File: src/rtl/sflash_seq.sv
module sflash_seq #(
  parameter int FIFO_DEPTH = 8,
  parameter int CNT_W      = 8
) (
  input  logic             clk,
  input  logic             rst_n,
  input  logic             start,
  input  logic [7:0]       opcode,
  input  logic [23:0]      addr,
  input  logic [5:0]       cmd_len,
  input  logic [5:0]       addr_len,
  input  logic [1:0]       cmd_lanes,
  input  logic [1:0]       addr_lanes,
  input  logic [1:0]       data_lanes,
  input  logic [2:0]       cmd_next,
  input  logic [1:0]       addr_next,
  input  logic [CNT_W-1:0] byte_cnt,
  input  logic             sample_neg,
  output logic             busy,
  input  logic             tx_wr,
  input  logic [7:0]       tx_wdata,
  output logic             tx_full,
  output logic             tx_empty,
  input  logic             rx_rd,
  input  logic             rx_inc_en,
  output logic [7:0]       rx_rdata,
  output logic             rx_empty,
  output logic             rx_full,
  output logic             cs_n,
  output logic             sck,
  output logic [3:0]       io_out,
  output logic [3:0]       io_oe,
  input  logic [3:0]       io_in
);
  localparam int PW = $clog2(FIFO_DEPTH);
  localparam logic [PW:0] FULL_N = FIFO_DEPTH[PW:0];

  typedef enum logic [2:0] {S_IDLE, S_CMD, S_ADDR, S_WR, S_RD, S_GAP} state_t;

  function automatic logic [2:0] lanes_of(input logic [1:0] c);
    case (c)
      2'd3:    return 3'd4;
      2'd2:    return 3'd2;
      default: return 3'd1;
    endcase
  endfunction

  function automatic logic [3:0] cpb_of(input logic [1:0] c);
    case (c)
      2'd3:    return 4'd2;
      2'd2:    return 4'd4;
      default: return 4'd8;
    endcase
  endfunction

  state_t state, nxt;
  logic             ph, start_q;
  logic [31:0]      sh, sh_shifted;
  logic [5:0]       cyc;
  logic [2:0]       bc;
  logic [CNT_W-1:0] left;

  logic [23:0]      l_addr;
  logic [5:0]       l_clen, l_alen;
  logic [1:0]       l_cl, l_al, l_dl, l_an;
  logic [2:0]       l_cn;
  logic [CNT_W-1:0] l_cnt;
  logic             l_neg;

  logic [7:0]  rsh, rnext;
  logic [2:0]  rcnt;

  logic [7:0]  tx_mem [FIFO_DEPTH];
  logic [PW-1:0] tx_wp, tx_rp;
  logic [PW:0]   tx_cnt;
  logic [7:0]  rx_mem [FIFO_DEPTH];
  logic [PW-1:0] rx_wp, rx_rp;
  logic [PW:0]   rx_cnt;

  logic [1:0] cur;
  logic [2:0] w;
  logic [3:0] cpb;
  logic active, cyc_end, byte_end, last_byte, phase_last, drive;
  logic load_wr, tx_push, tx_pop, rx_push, rx_pop, samp, accept;
  logic [7:0] tx_byte;
  logic [3:0] lane_mask;

  assign accept    = (state == S_IDLE) && start && !start_q;
  assign cur       = (state == S_CMD) ? l_cl : (state == S_ADDR) ? l_al : l_dl;
  assign w         = lanes_of(cur);
  assign cpb       = cpb_of(cur);
  assign active    = (state == S_CMD) || (state == S_ADDR) || (state == S_WR) || (state == S_RD);
  assign cyc_end   = active && ph;
  assign byte_end  = ({1'b0, bc} == cpb - 4'd1);
  assign last_byte = (left == CNT_W'(1));
  assign phase_last = ((state == S_CMD)  && (cyc == l_clen)) ||
                      ((state == S_ADDR) && (cyc == l_alen)) ||
                      (((state == S_WR) || (state == S_RD)) && byte_end && last_byte);

  always_comb begin
    nxt = S_GAP;
    case (state)
      S_CMD:
        case (l_cn)
          3'b011:  nxt = S_ADDR;
          3'b101:  nxt = (l_cnt != '0) ? S_WR : S_GAP;
          3'b110:  nxt = (l_cnt != '0) ? S_RD : S_GAP;
          default: nxt = S_GAP;
        endcase
      S_ADDR:
        case (l_an)
          2'b01:   nxt = (l_cnt != '0) ? S_WR : S_GAP;
          2'b10:   nxt = (l_cnt != '0) ? S_RD : S_GAP;
          default: nxt = S_GAP;
        endcase
      default: nxt = S_GAP;
    endcase
  end

  assign drive = ((state == S_CMD)  && (cyc < {2'b00, cpb})) ||
                 ((state == S_ADDR) && (cyc < ({2'b00, cpb} + {1'b0, cpb, 1'b0}))) ||
                 (state == S_WR);

  always_comb begin
    case (w)
      3'd4: begin lane_mask = 4'hF; sh_shifted = {sh[27:0], 4'h0}; end
      3'd2: begin lane_mask = 4'h3; sh_shifted = {sh[29:0], 2'h0}; end
      default: begin lane_mask = 4'h1; sh_shifted = {sh[30:0], 1'b0}; end
    endcase
  end

  always_comb begin
    io_out = 4'h0;
    if (drive) begin
      case (w)
        3'd4:    io_out = sh[31:28];
        3'd2:    io_out = {2'b00, sh[31:30]};
        default: io_out = {3'b000, sh[31]};
      endcase
    end
  end

  assign io_oe = drive ? lane_mask : 4'h0;
  assign cs_n  = !active;
  assign sck   = ph;
  assign busy  = (state != S_IDLE);

  assign load_wr = cyc_end && ((phase_last && (nxt == S_WR)) ||
                               ((state == S_WR) && byte_end && !last_byte));
  assign tx_pop  = load_wr && !tx_empty;
  assign tx_byte = tx_empty ? 8'h00 : tx_mem[tx_rp];

  always_ff @(posedge clk or negedge rst_n) begin
    if (!rst_n) begin
      state   <= S_IDLE;
      ph      <= 1'b0;
      start_q <= 1'b0;
      sh      <= '0;
      cyc     <= '0;
      bc      <= '0;
      left    <= '0;
      l_addr  <= '0;
      l_clen  <= '0;
      l_alen  <= '0;
      l_cl    <= '0;
      l_al    <= '0;
      l_dl    <= '0;
      l_an    <= '0;
      l_cn    <= '0;
      l_cnt   <= '0;
      l_neg   <= 1'b0;
    end else begin
      start_q <= start;
      case (state)
        S_IDLE: begin
          if (accept) begin
            state  <= S_CMD;
            ph     <= 1'b0;
            cyc    <= '0;
            bc     <= '0;
            sh     <= {opcode, 24'h0};
            l_addr <= addr;
            l_clen <= cmd_len;
            l_alen <= addr_len;
            l_cl   <= cmd_lanes;
            l_al   <= addr_lanes;
            l_dl   <= data_lanes;
            l_cn   <= cmd_next;
            l_an   <= addr_next;
            l_cnt  <= byte_cnt;
            l_neg  <= sample_neg;
          end
        end
        S_GAP: state <= S_IDLE;
        default: begin
          ph <= ~ph;
          if (ph) begin
            if (phase_last) begin
              state <= nxt;
              cyc   <= '0;
              bc    <= '0;
              if (nxt == S_ADDR)    sh <= {l_addr, 8'h0};
              else if (nxt == S_WR) sh <= {tx_byte, 24'h0};
              if ((state == S_CMD) || (state == S_ADDR)) left <= l_cnt;
            end else begin
              cyc <= cyc + 6'd1;
              if ((state == S_WR) || (state == S_RD)) begin
                if (byte_end) begin
                  bc   <= '0;
                  left <= left - CNT_W'(1);
                  if (state == S_WR) sh <= {tx_byte, 24'h0};
                end else begin
                  bc <= bc + 3'd1;
                  sh <= sh_shifted;
                end
              end else begin
                sh <= sh_shifted;
              end
            end
          end
        end
      endcase
    end
  end

  assign samp = (state == S_RD) && (l_neg ? ph : !ph);

  always_comb begin
    case (w)
      3'd4:    rnext = {rsh[3:0], io_in};
      3'd2:    rnext = {rsh[5:0], io_in[1:0]};
      default: rnext = {rsh[6:0], io_in[1]};
    endcase
  end

  assign rx_push = samp && ({1'b0, rcnt} == cpb - 4'd1);

  always_ff @(posedge clk or negedge rst_n) begin
    if (!rst_n) begin
      rsh  <= '0;
      rcnt <= '0;
    end else if (state == S_IDLE) begin
      rcnt <= '0;
    end else if (samp) begin
      rsh  <= rnext;
      rcnt <= rx_push ? 3'd0 : rcnt + 3'd1;
    end
  end

  assign tx_full  = (tx_cnt == FULL_N);
  assign tx_empty = (tx_cnt == '0);
  assign tx_push  = tx_wr && !tx_full;

  always_ff @(posedge clk) begin
    if (tx_push) tx_mem[tx_wp] <= tx_wdata;
  end

  always_ff @(posedge clk or negedge rst_n) begin
    if (!rst_n) begin
      tx_wp  <= '0;
      tx_rp  <= '0;
      tx_cnt <= '0;
    end else begin
      if (tx_push) tx_wp <= tx_wp + 1'b1;
      if (tx_pop)  tx_rp <= tx_rp + 1'b1;
      case ({tx_push, tx_pop})
        2'b10:   tx_cnt <= tx_cnt + 1'b1;
        2'b01:   tx_cnt <= tx_cnt - 1'b1;
        default: tx_cnt <= tx_cnt;
      endcase
    end
  end

  logic rx_in;
  assign rx_full  = (rx_cnt == FULL_N);
  assign rx_empty = (rx_cnt == '0);
  assign rx_in    = rx_push && !rx_full;
  assign rx_pop   = rx_rd && rx_inc_en && !rx_empty;
  assign rx_rdata = rx_mem[rx_rp];

  always_ff @(posedge clk) begin
    if (rx_in) rx_mem[rx_wp] <= rnext;
  end

  always_ff @(posedge clk or negedge rst_n) begin
    if (!rst_n) begin
      rx_wp  <= '0;
      rx_rp  <= '0;
      rx_cnt <= '0;
    end else begin
      if (rx_in)  rx_wp <= rx_wp + 1'b1;
      if (rx_pop) rx_rp <= rx_rp + 1'b1;
      case ({rx_in, rx_pop})
        2'b10:   rx_cnt <= rx_cnt + 1'b1;
        2'b01:   rx_cnt <= rx_cnt - 1'b1;
        default: rx_cnt <= rx_cnt;
      endcase
    end
  end

  a_r1_edge_accept: assert property (@(posedge clk) disable iff (!rst_n)
    $rose(busy) |-> ($past(start) && !$past(start_q)));

  a_r2_idle_quiet: assert property (@(posedge clk) disable iff (!rst_n)
    !busy |-> (cs_n && !sck));

  a_r3_cs_gap: assert property (@(posedge clk) disable iff (!rst_n)
    $rose(cs_n) |=> cs_n);

  a_r4_lane_mask: assert property (@(posedge clk) disable iff (!rst_n)
    (io_oe == 4'h0) || (io_oe == 4'h1) || (io_oe == 4'h3) || (io_oe == 4'hF));

  a_r5_read_release: assert property (@(posedge clk) disable iff (!rst_n)
    (state == S_RD) |-> (io_oe == 4'h0));

  a_r11_tx_flags: assert property (@(posedge clk) disable iff (!rst_n)
    !(tx_full && tx_empty));

  a_r11_rx_flags: assert property (@(posedge clk) disable iff (!rst_n)
    !(rx_full && rx_empty));

  a_r12_rx_hold: assert property (@(posedge clk) disable iff (!rst_n)
    (!rx_empty && !(rx_rd && rx_inc_en)) |=> $stable(rx_rdata));
endmodule

File: config.mk
export PLATFORM = sky130hd
export DESIGN_NAME = sflash_seq
export DESIGN_NICKNAME = d
export VERILOG_FILES = /design/src/rtl/sflash_seq.sv
export SDC_FILE = /design/constraint.sdc
export NUM_CORES = 1
export LEC_CHECK = 0
export BUFFER_PORTS_ARGS = -buffer_cell sky130_fd_sc_hd__clkbuf_2
export CORE_MARGIN = 2
export CORE_UTILIZATION = 54
export DETAILED_ROUTE_END_ITERATION = 7
export PLACE_DENSITY = 0.76
export REMOVE_ABC_BUFFERS = 1
export SLEW_MARGIN = 20
export SYNTH_ARGS = -nofsm -noshare
export SYNTH_HDL_FRONTEND = slang
export SYNTH_SLANG_ARGS = --single-unit
File: constraint.sdc
create_clock -name clk -period 3.29 [get_ports clk]
set_input_delay 0.329 -clock clk [delete_from_list [all_inputs] [get_ports clk]]
set_output_delay 0.329 -clock clk [all_outputs]
set_load 0.005 [all_outputs]
==> results.yml, run 1 <==
yosys:
  yosysWarnings: 0
  synth_area_um2: 12670
  synthTopCellsByArea: "edfxtp_1 30%, dfrtp_1 26%, mux2_2 7.0%, mux4_2 5.7%, mux2i_1 4.0%"
  synth_top_area_share_pct: 30.33
  synthArstFlopShare_pct: 50.77
  synth_common_cells: "132 x dfrtp_1, 128 x edfxtp_1, 86 x nand2_1"
  syn_area_per_cell_um2: 13.13
  synth_cells: 965
  ys_dominant_reg_cell: "dfrtp_1"
  yosysUniqueCellTypes: 71
  yosys_register_bits: 260
  yosys.area.top_type: "edfxtp_1"
  yosysSeqAreaShare_pct: 56.39
  yosysMostFrequentCell: "dfrtp_1"
  synth_edf_count: 128
clocking:
  clkSinkCount: 260
  tritoncts: "yes"
  ctsHtreeMaxLevel: 1
  cts_buffer_depth: 3
  clkTransAtPathRegs_ns: 0.06
  cts_root_buf: "clkbuf_16"
  insertion_delay_ns: 0.55
  cts_buffers: 27
global_routing:
  grt_pass1_wl_um: 46110
  grtUsageTotal_pct: 23.87
  grt_max_degree: 68
  grt_pass1_vias: 8717
  antenna_found_initial: 0
  grt_overflow: 0
detailed_routing:
  drtIter0Drc: 596
  vias: 8726
  drc: 0
  ant_nets: 0
  viasPerCell: 5.860
  drtPass1Iterations: 5
  post_drt_wl_per_cell_um: 19.80
  wl_um: 29480
setup_path:
  endpoint_kind: "output port"
  crit_fanout: 6
  worstSetupStartpointType: "flop"
  crit_type: "flop to output port"
  arrival_ns: 3.51
  cp.required_ns: 2.96
  r2r_setup_slack_ns: -0.34
timing:
  tns_ns: -5.229
  post-route-period-util_pct: 116.7
  drv_slew: 0
  hold_viol_final: 0
  skew_ns: 0.02059
  maxSlewHeadroom_pct: 29.24
  rsz0062_at_grt: "true"
  tightest_slew_ns: 1.056
  fmax_mhz: 260.4
  setup_viol: 23
  hold-worst-slack_ns: 0.01609
  worst_slack_ns: -0.5508
  period_needed_ns: 3.841
placed_design:
  post_dp_cell_area_um2: 13940
  routabilityCongestion: 0.8492
  hpwlAfterDp_um: 19280
  io_buffer_count: 104
finish:
  drive_gt1_share_pct: 37.61
  nNetsFinal: 1257
  final-seq-area_um2: 7151
  antenna_cells: 0
  final_area_um2: 15640
  syn_to_final_growth_pct: 23.38
  fillers: 1662
  multi_input_area_um2: 5504
  finish.utilization_pct: 67.22
power_and_ir_drop:
  total_power_uw: 15710
  p_leak_uw: 0.006347
  power_density_nw_per_um2: 1005
  peakVddDrop_uv: 631.5
flow_run:
  drv_cap: 0
floorplanning:
  rows: 56
  io_pins: 105
  core_um2: 23260
  die_w_um: 157.2
  fp.dieH_um: 157.2
  die-area_um2: 24710
  initial_utilization_pct: 54.48
hold_path:
  hp-class: "input port to flop"
status:
  failed_checks: "setup timing"
  outcome: "finished, violations left"
## cell usage in the layout, fill, tap and decap left out, types with 23 or more instances in the layout
cell and n:
edfxtp_1 128, mux2_2 78, nor2_1 40, mux2i_1 51
clkbuf_16 29, clkbuf_2 100, buf_4 76, o21ai_0 45
inv_1 23, dfrtp_1 129, mux4_2 32, a21oi_1 23
nand2_1 80
## repair_timing
action | 4_1_cts | 5_1_grt
hold endpoints to repair | 71 | 0
setup buffers | 12 | 19
setup endpoints to repair | 10 | 65
resized for setup | 27 | 73
pin swaps | 17 | 20
cloned | 0 | 3
hold buffers | 7 | 0
## registers in the layout, summed over array words and instances (netlist names), 4 cells and up
name    flops
l_addr     24
tx_mem     64
rx_mem     64
tx_cnt      4
l_cnt       8
l_clen      6
cyc         6
rsh         7
sh         24
l_alen      6
rx_cnt      4
left        8
## kinds of logic (layout without fill, tap and decap cells)
family / count (synthesis) / in the layout / share of synthesized area [%]
flip-flops: 260 / 260 / 56.39
AND/OR/NAND/NOR: 221 / 221 / 8.303
multiplexers: 181 / 181 / 18.42
AO/OA/AOI/OAI: 163 / 163 / 9.280
buffers and inverters: 83 / 288 / 2.774
XOR/XNOR: 31 / 31 / 2.142
adder cells (fa/ha/maj): 26 / 26 / 2.685
## critical path, cell delays in order, from the launching register on
cell,delay (ns)
dfrtp_2,0.45
buf_4,0.16
nor3_1,0.30
o21ai_1,0.13
buf_4,0.16
o311ai_4,0.11
nor2_4,0.08
inv_2,0.10
ha_4,0.22
inv_4,0.05
ha_4,0.18
o31a_1,0.09
o21a_1,0.17
o211ai_1,0.21
a21oi_2,0.12
buf_6,0.15
nor3_2,0.14
buf_2,0.13
## worst paths after layout
| path | start | endpoint | depth (start not counted) |
|---|---|---|---|
| worst min-delay path | addr_len[2] | l_alen[2] | 2 |
| max in group asynchronous | rst_n | l_addr[13] | 3 |
| min in group asynchronous | rst_n | l_cnt[1] | 2 |
| worst min register to register | l_addr[18] | l_addr[18] | 1 |
| worst max-delay path | state[1] | io_out[1] | 17 |
| worst max register to register | state[1] | rx_cnt[3] | 17 |
## final cells by class
cell class                      instances  share of cell area (%)
Tap cell                              319                   2.553
Inverter                               29                  0.7522
Multi-Input combinational cell        622                   35.20
Clock inverter                         17                   1.792
Sequential cell                       260                   45.73
Clock buffer                           33                   4.529
Timing Repair Buffer                  209                   9.442
## stage by stage
| stage | std cells | worst slack (ns) |
|---|---|---|
| floorplan | 911 | -3.097 |
| global placement | 1401 | 0.02693 |
| detailed placement | 1401 | -0.07748 |
| CTS | 1470 | -0.4669 |
| global route | 1489 | -0.6768 |
| finish | 1489 | -0.5508 |
## where the power goes
group	internal [uW]	total (uW)	switching, uW
Combinational	3460	7140	3680
Clock	2090	3370	1280
Sequential	4480	5210	732
Total	10000	15700	5690
## routing by layer
metal / GRT usage [%] / share of wire (%)
met3: 3.855 / 5.8
met4: 9.048 / 3.8
met1: 31.73 / 41
met5: 0 / 0
met2: 39.74 / 50
No activity file was read; power rests on OpenSTA's default activity.
==> inputs of run 2 (changes only) <==
--- a/config.mk
+++ b/config.mk
@@ -5,8 +5,9 @@
 export SDC_FILE = /design/constraint.sdc
 export NUM_CORES = 1
 export LEC_CHECK = 0
+export ABC_AREA = 1
 export BUFFER_PORTS_ARGS = -buffer_cell sky130_fd_sc_hd__clkbuf_2
-export CORE_MARGIN = 2
+export CORE_MARGIN = 3
 export CORE_UTILIZATION = 54
 export DETAILED_ROUTE_END_ITERATION = 7
 export PLACE_DENSITY = 0.76
==> run 2 against run 1 <==
- the flow still finishes with violations (setup timing)
- fmax is 13% higher
- worst setup slack gained 0.43 ns
- final cell count rose by 24%
- flip-flop and latch count stayed put
- register-to-register slack gained 0.38 ns
- power is 0.23% higher
- clock power shrank 5%
- via count is 15% higher
- clock skew fell by 0.0073 ns
==> results.yml, run 2 <==
status:
  outcome: "finished, violations left"
  failed_checks: "setup timing"
placed_design:
  io_buffer_count: 104
  place_ws_ns: -0.01379
  routabilityCongestion: 0.8237
  hpwlAfterDp_um: 19640
  post_dp_cell_area_um2: 13750
finish:
  syn_to_final_growth_pct: 18.82
  finish.utilization_pct: 66.38
  nNetsFinal: 1617
  antenna_cells: 0
  layout_commonest_cell: "nand2_1"
  final_area_um2: 15300
  final_cell_mix: "289 x nand2_1, 190 x nor2_1, 129 x dfrtp_1"
  reg_top3: "rx_mem x64, tx_mem x64"
  drive_gt1_share_pct: 22.60
yosys:
  yosysWarnings: 0
  yosys_register_bits: 260
  yosysUniqueCellTypes: 45
  synthArstFlopShare_pct: 50.77
  synth_top_area_share_pct: 29.85
  ys_dominant_reg_cell: "dfrtp_1"
  yosys.area.top_type: "edfxtp_1"
  synth_cells: 1359
  yosysSeqAreaShare_pct: 55.49
  synth_edf_count: 128
  synthTopCellsByArea: "edfxtp_1 30%, dfrtp_1 26%, nand2_1 8.7%, nor2_1 5.6%, o21ai_0 4.4%"
  syn_area_per_cell_um2: 9.477
  synth_area_um2: 12880
  yosysMostFrequentCell: "nand2_1"
  synth_common_cells: "297 x nand2_1, 191 x nor2_1, 132 x dfrtp_1"
detailed_routing:
  drtPass1Iterations: 5
  ant_nets: 0
  post_drt_wl_per_cell_um: 16.38
  viasPerCell: 5.454
  drc: 0
  vias: 10060
  drtIter0Drc: 793
  wl_um: 30210
timing:
  setup_viol: 8
  fmax_mhz: 293.3
  post-route-period-util_pct: 103.6
  period_needed_ns: 3.410
  skew_ns: 0.01325
  hold_viol_final: 0
  maxSlewHeadroom_pct: 41.15
  rsz0062_at_grt: "true"
  worst_slack_ns: -0.1195
  tightest_slew_ns: 0.8735
  drv_slew: 0
floorplanning:
  io_pins: 105
  die_w_um: 160.4
  core_um2: 23050
  rows: 55
  fp.dieH_um: 160.4
  die-area_um2: 25740
  initial_utilization_pct: 55.86
power_and_ir_drop:
  power_density_nw_per_um2: 1029
  total_power_uw: 15750
  peakVddDrop_uv: 574.7
  p_leak_uw: 0.006902
setup_path:
  cp_top_family: "simple AND/OR/NAND/NOR gates"
  crit_chain: "inv_2 > nand3_4 > buf_12 > nand3_4 > nand2_8 > inv_8 > nor2_4 > inv_2 > ha_4 > inv_1 > ha_1 > nor4_2 > o21ai_1 > nand3b_1 > buf_6 > nand2_1 > inv_1 > clkbuf_2"
  cp-startpoint: "state[1]"
  endpoint_kind: "output port"
  worstSetupStartpointType: "flop"
  cp.required_ns: 2.96
  crit_end: "io_out[2]"
  r2r-start: "state[1]"
  max_stage_delay_ns: 0.46
  crit_fanout: 7
  r2r_setup_slack_ns: 0.04
  r2r_cells: 24
  crit_cells: 18
  cp_num_buf_inv: 8
  r2r_end: "tx_cnt[3]"
  slowest_stage: "dfrtp_2"
  crit_type: "flop to output port"
  arrival_ns: 3.08
clocking:
  clkTransAtPathRegs_ns: 0.06
  ctsHtreeMaxLevel: 1
  insertion_delay_ns: 0.54
  clkSinkCount: 260
  cts_buffers: 28
  cts_buffer_depth: 3
  cts_root_buf: "clkbuf_16"
  tritoncts: "yes"
global_routing:
  grt_overflow: 0
  grtUsageTotal_pct: 23.03
  antenna_found_initial: 0
  grt_pass1_wl_um: 48920
  grt_pass1_vias: 9971
  grt_max_degree: 70
hold_path:
  hp-class: "input port to flop"
flow_run:
  drv_cap: 0
-- run 2: worst min path at each step --
| stage | startpoint | to | depth (start not counted) |
|---|---|---|---|
| floorplan | rst_n | bc[0] | 0 |
| global placement | rst_n | l_dl[0] | 1 |
| detailed placement | rst_n | l_clen[0] | 1 |
| CTS | cmd_len[2] | l_clen[2] | 2 |
| global route | cmd_len[1] | l_clen[1] | 2 |
| finish | cmd_len[2] | l_clen[2] | 2 |
-- run 2: per-stage QoR --
stage          hold slack (ns)  instances  setup TNS [ns]
3_3_place_gp            0.3759       1750               0
4_1_cts               0.002178       1825               0
6_report               0.01849       1844         -0.7669
3_5_place_dp            0.3712       1750        -0.01379
5_1_grt                0.01134       1844          -1.580
2_1_floorplan          0.03341       1301          -2.035
-- run 2: area by class of cell --
type,instances,area [um^2]
tap,313,391.6
multi-input combinational,934,5248
sequential,260,7151
inverter,107,416.7
fill,1735,7751
clock inverter,19,210.2
timing repair buffer,178,1145
clock buffer,33,740.7
-- run 2: metal layers --
layer	track usage [%]	vias to the layer above	part of all wire, %
met5	0	-	0
met4	9.389	0	4.0
met3	3.095	90	6.3
met2	38.34	367	48
met1	30.69	4729	42
li1	-	4872	-
-- run 2: timing repair --
action,CTS,global route
endpoints found under the setup margin,9,10
hold endpoints to repair,68,0
pin swaps,8,21
gates resized for setup,17,47
hold buffers,2,0
buffers inserted,21,19
-- run 2: logic make-up (layout without fill, tap and decap cells) --
group           after synthesis  after routing  share of synthesized area, %
simple gates                621            621                         21.19
flops                       260            260                         55.49
compound gates              207            207                         8.880
buf+inv                     165            337                         5.518
mux                          43             43                         3.760
xor+xnor                     37             37                         2.516
fa+ha+maj                    26             26                         2.643
-- run 2: power by group --
group	switching [uW]	internal, uW	total [uW]	leakage, uW
registers	570	4490	5060	0.00279
logic	4600	2880	7480	0.00365
clock network	1280	1930	3210	0.000458
total	6450	9300	15800	0.00690
==> inputs of run 3 (changes only) <==
--- a/config.mk
+++ b/config.mk
@@ -8,10 +8,9 @@
 export ABC_AREA = 1
 export BUFFER_PORTS_ARGS = -buffer_cell sky130_fd_sc_hd__clkbuf_2
 export CORE_MARGIN = 3
-export CORE_UTILIZATION = 54
+export CORE_UTILIZATION = 50
 export DETAILED_ROUTE_END_ITERATION = 7
-export PLACE_DENSITY = 0.76
-export REMOVE_ABC_BUFFERS = 1
+export PLACE_DENSITY = 0.71
 export SLEW_MARGIN = 20
 export SYNTH_ARGS = -nofsm -noshare
 export SYNTH_HDL_FRONTEND = slang
==> run 3 against run 2 <==
- the run still ends with setup timing left
- final cell count is 0.60% higher
- via count is 0.18% lower
- power is 2.2% higher
==> results.yml, run 3 (synthesis gave the netlist of run 2 again) <==
status:
  outcome: "finished, violations left"
  failed_checks: "setup timing"
floorplanning:
  io_pins: 105
  fp.dieH_um: 166.5
  rows: 58
  die_w_um: 166.5
  die-area_um2: 27720
  initial_utilization_pct: 51.00
  core_um2: 25250
clocking:
  tritoncts: "yes"
  clkSinkCount: 260
  cts_buffer_depth: 3
  cts_buffers: 28
  clkTransAtPathRegs_ns: 0.06
  cts_root_buf: "clkbuf_16"
  ctsHtreeMaxLevel: 1
  insertion_delay_ns: 0.53
detailed_routing:
  post_drt_wl_per_cell_um: 16.49
  vias: 10040
  drtIter0Drc: 887
  ant_nets: 0
  drtPass1Iterations: 5
  drc: 0
  viasPerCell: 5.412
  wl_um: 30580
timing:
  drv_slew: 0
  worst_slack_ns: -0.02422
  tightest_slew_ns: 0.8791
  fmax_mhz: 301.7
  maxSlewHeadroom_pct: 40.78
  period_needed_ns: 3.314
  hold_viol_final: 0
  skew_ns: 0.008262
  setup_viol: 7
  post-route-period-util_pct: 100.7
  rsz0062_at_grt: "true"
power_and_ir_drop:
  p_sw_share_pct: 39.60
  clock_power_share_pct: 22.1
  peakVddDrop_uv: 632.7
  seq_power_share_pct: 31.5
  power_frac_comb_pct: 46.4
  power.switching_uw: 6374
  power_density_nw_per_um2: 1050
  p_leak_uw: 0.006877
  intPower_uw: 9721
setup_path:
  slowest_stage: "dfrtp_2"
  crit_chain: "inv_4 > nand3_4 > clkinv_4 > nand2_2 > nand2_8 > inv_4 > nor2_4 > inv_2 > ha_4 > ha_4 > nand2_4 > inv_2 > nand4_1 > o2111ai_1 > nand3b_1 > buf_6 > nand2_2 > inv_2 > clkbuf_2"
  cp.required_ns: 2.96
  crit_fanout: 7
  worstSetupStartpointType: "flop"
  crit_top_cell: "inv_2"
  r2r_cells: 22
  max_stage_delay_ns: 0.44
  arrival_ns: 2.99
  endpoint_kind: "output port"
  crit_type: "flop to output port"
finish:
  finish.utilization_pct: 60.70
  final_cell_mix: "290 x nand2_1, 190 x nor2_1, 130 x dfrtp_1"
  drive_gt1_share_pct: 22.16
  final-seq-area_um2: 7149
  antenna_cells: 0
  multi_input_area_um2: 5174
  nNetsFinal: 1611
  syn_to_final_growth_pct: 19.02
  layout_commonest_cell: "nand2_1"
  reg_top3: "rx_mem x64, tx_mem x64"
  fillers: 2103
placed_design:
  place_ws_ns: 0.03524
  routabilityCongestion: 0.8535
  io_buffer_count: 104
  hpwlAfterDp_um: 20300
global_routing:
  grt_max_degree: 76
  grt_pass1_vias: 9570
  antenna_found_initial: 0
  grt_overflow: 0
  grtUsageTotal_pct: 21.19
  grt_pass1_wl_um: 48470
hold_path:
  hp-class: "input port to flop"
  hold_depth: 2
flow_run:
  drv_cap: 0
yosys:
  synth_fp_nets: 1467
==> run 3: layer usage <==
layer  track usage, %  wire length, um
met4            5.165              669
met3            3.347             1852
met1            29.95            13560
met5                0                0
met2            34.80            14500
==> run 3: final timing paths <==
| kind | from | to | slack, ns |
|---|---|---|---|
| worst max register to register | state[2] | tx_cnt[3] | 0.15 |
| min in group asynchronous | rst_n | l_addr[12] | 0.39 |
| worst max-delay path | state[2] | io_oe[2] | -0.02 |
| max in group asynchronous | rst_n | rx_cnt[1] | 2.14 |
| worst min register to register | sh[30] | sh[30] | 0.49 |
| worst min-delay path | addr[19] | l_addr[19] | 0.02 |
==> run 3: critical path: cells and delay by family, from the launching register on <==
family                     cells  cell delay, ns
and+or+nand+nor                8            0.75
AOI/OAI and AO/OA              1            0.09
buffers and inverters          8            0.63
DFF                            1            0.44
adders and majority gates      2            0.54
==> run 3: cell type report <==
cell class,instances,area share [%]
sequential,260,46.64
inverter,107,2.718
timing repair buffer,172,7.248
clock buffer,39,5.175
tap,330,2.694
clock inverter,13,1.771
multi-input combinational,934,33.75
==> run 3: per-stage QoR <==
stage,instance area (um^2),hold slack (ns),setup TNS [ns],instances,power (uW)
5_1_grt,15330,0.01398,-0.8891,1855,17170
6_report,15330,0.02076,-0.1550,1855,16090
2_1_floorplan,12880,0.03341,0,1359,9789
3_5_place_dp,13800,0.3967,0,1772,11490
3_3_place_gp,13800,0.3994,0,1772,11290
4_1_cts,15150,0.005750,-0.006360,1845,15710
==> run 3: power by group through the flow <==
stage               combinational, uW  clock, uW  sequential (uW)
floorplan                        4860          0             4930
global placement                 6210          0             5080
detailed placement               6390          0             5100
CTS                              7040       3620             5050
global route                     8260       3750             5160
finish                           7470       3560             5070
==> run 3: what timing repair did <==
action,in CTS,in global routing
hold endpoints to repair,75,0
gates cloned,1,0
buffers inserted,18,10
hold buffers,2,0
resized for setup,22,30
endpoints found under the setup margin,8,10
pin swaps,11,11
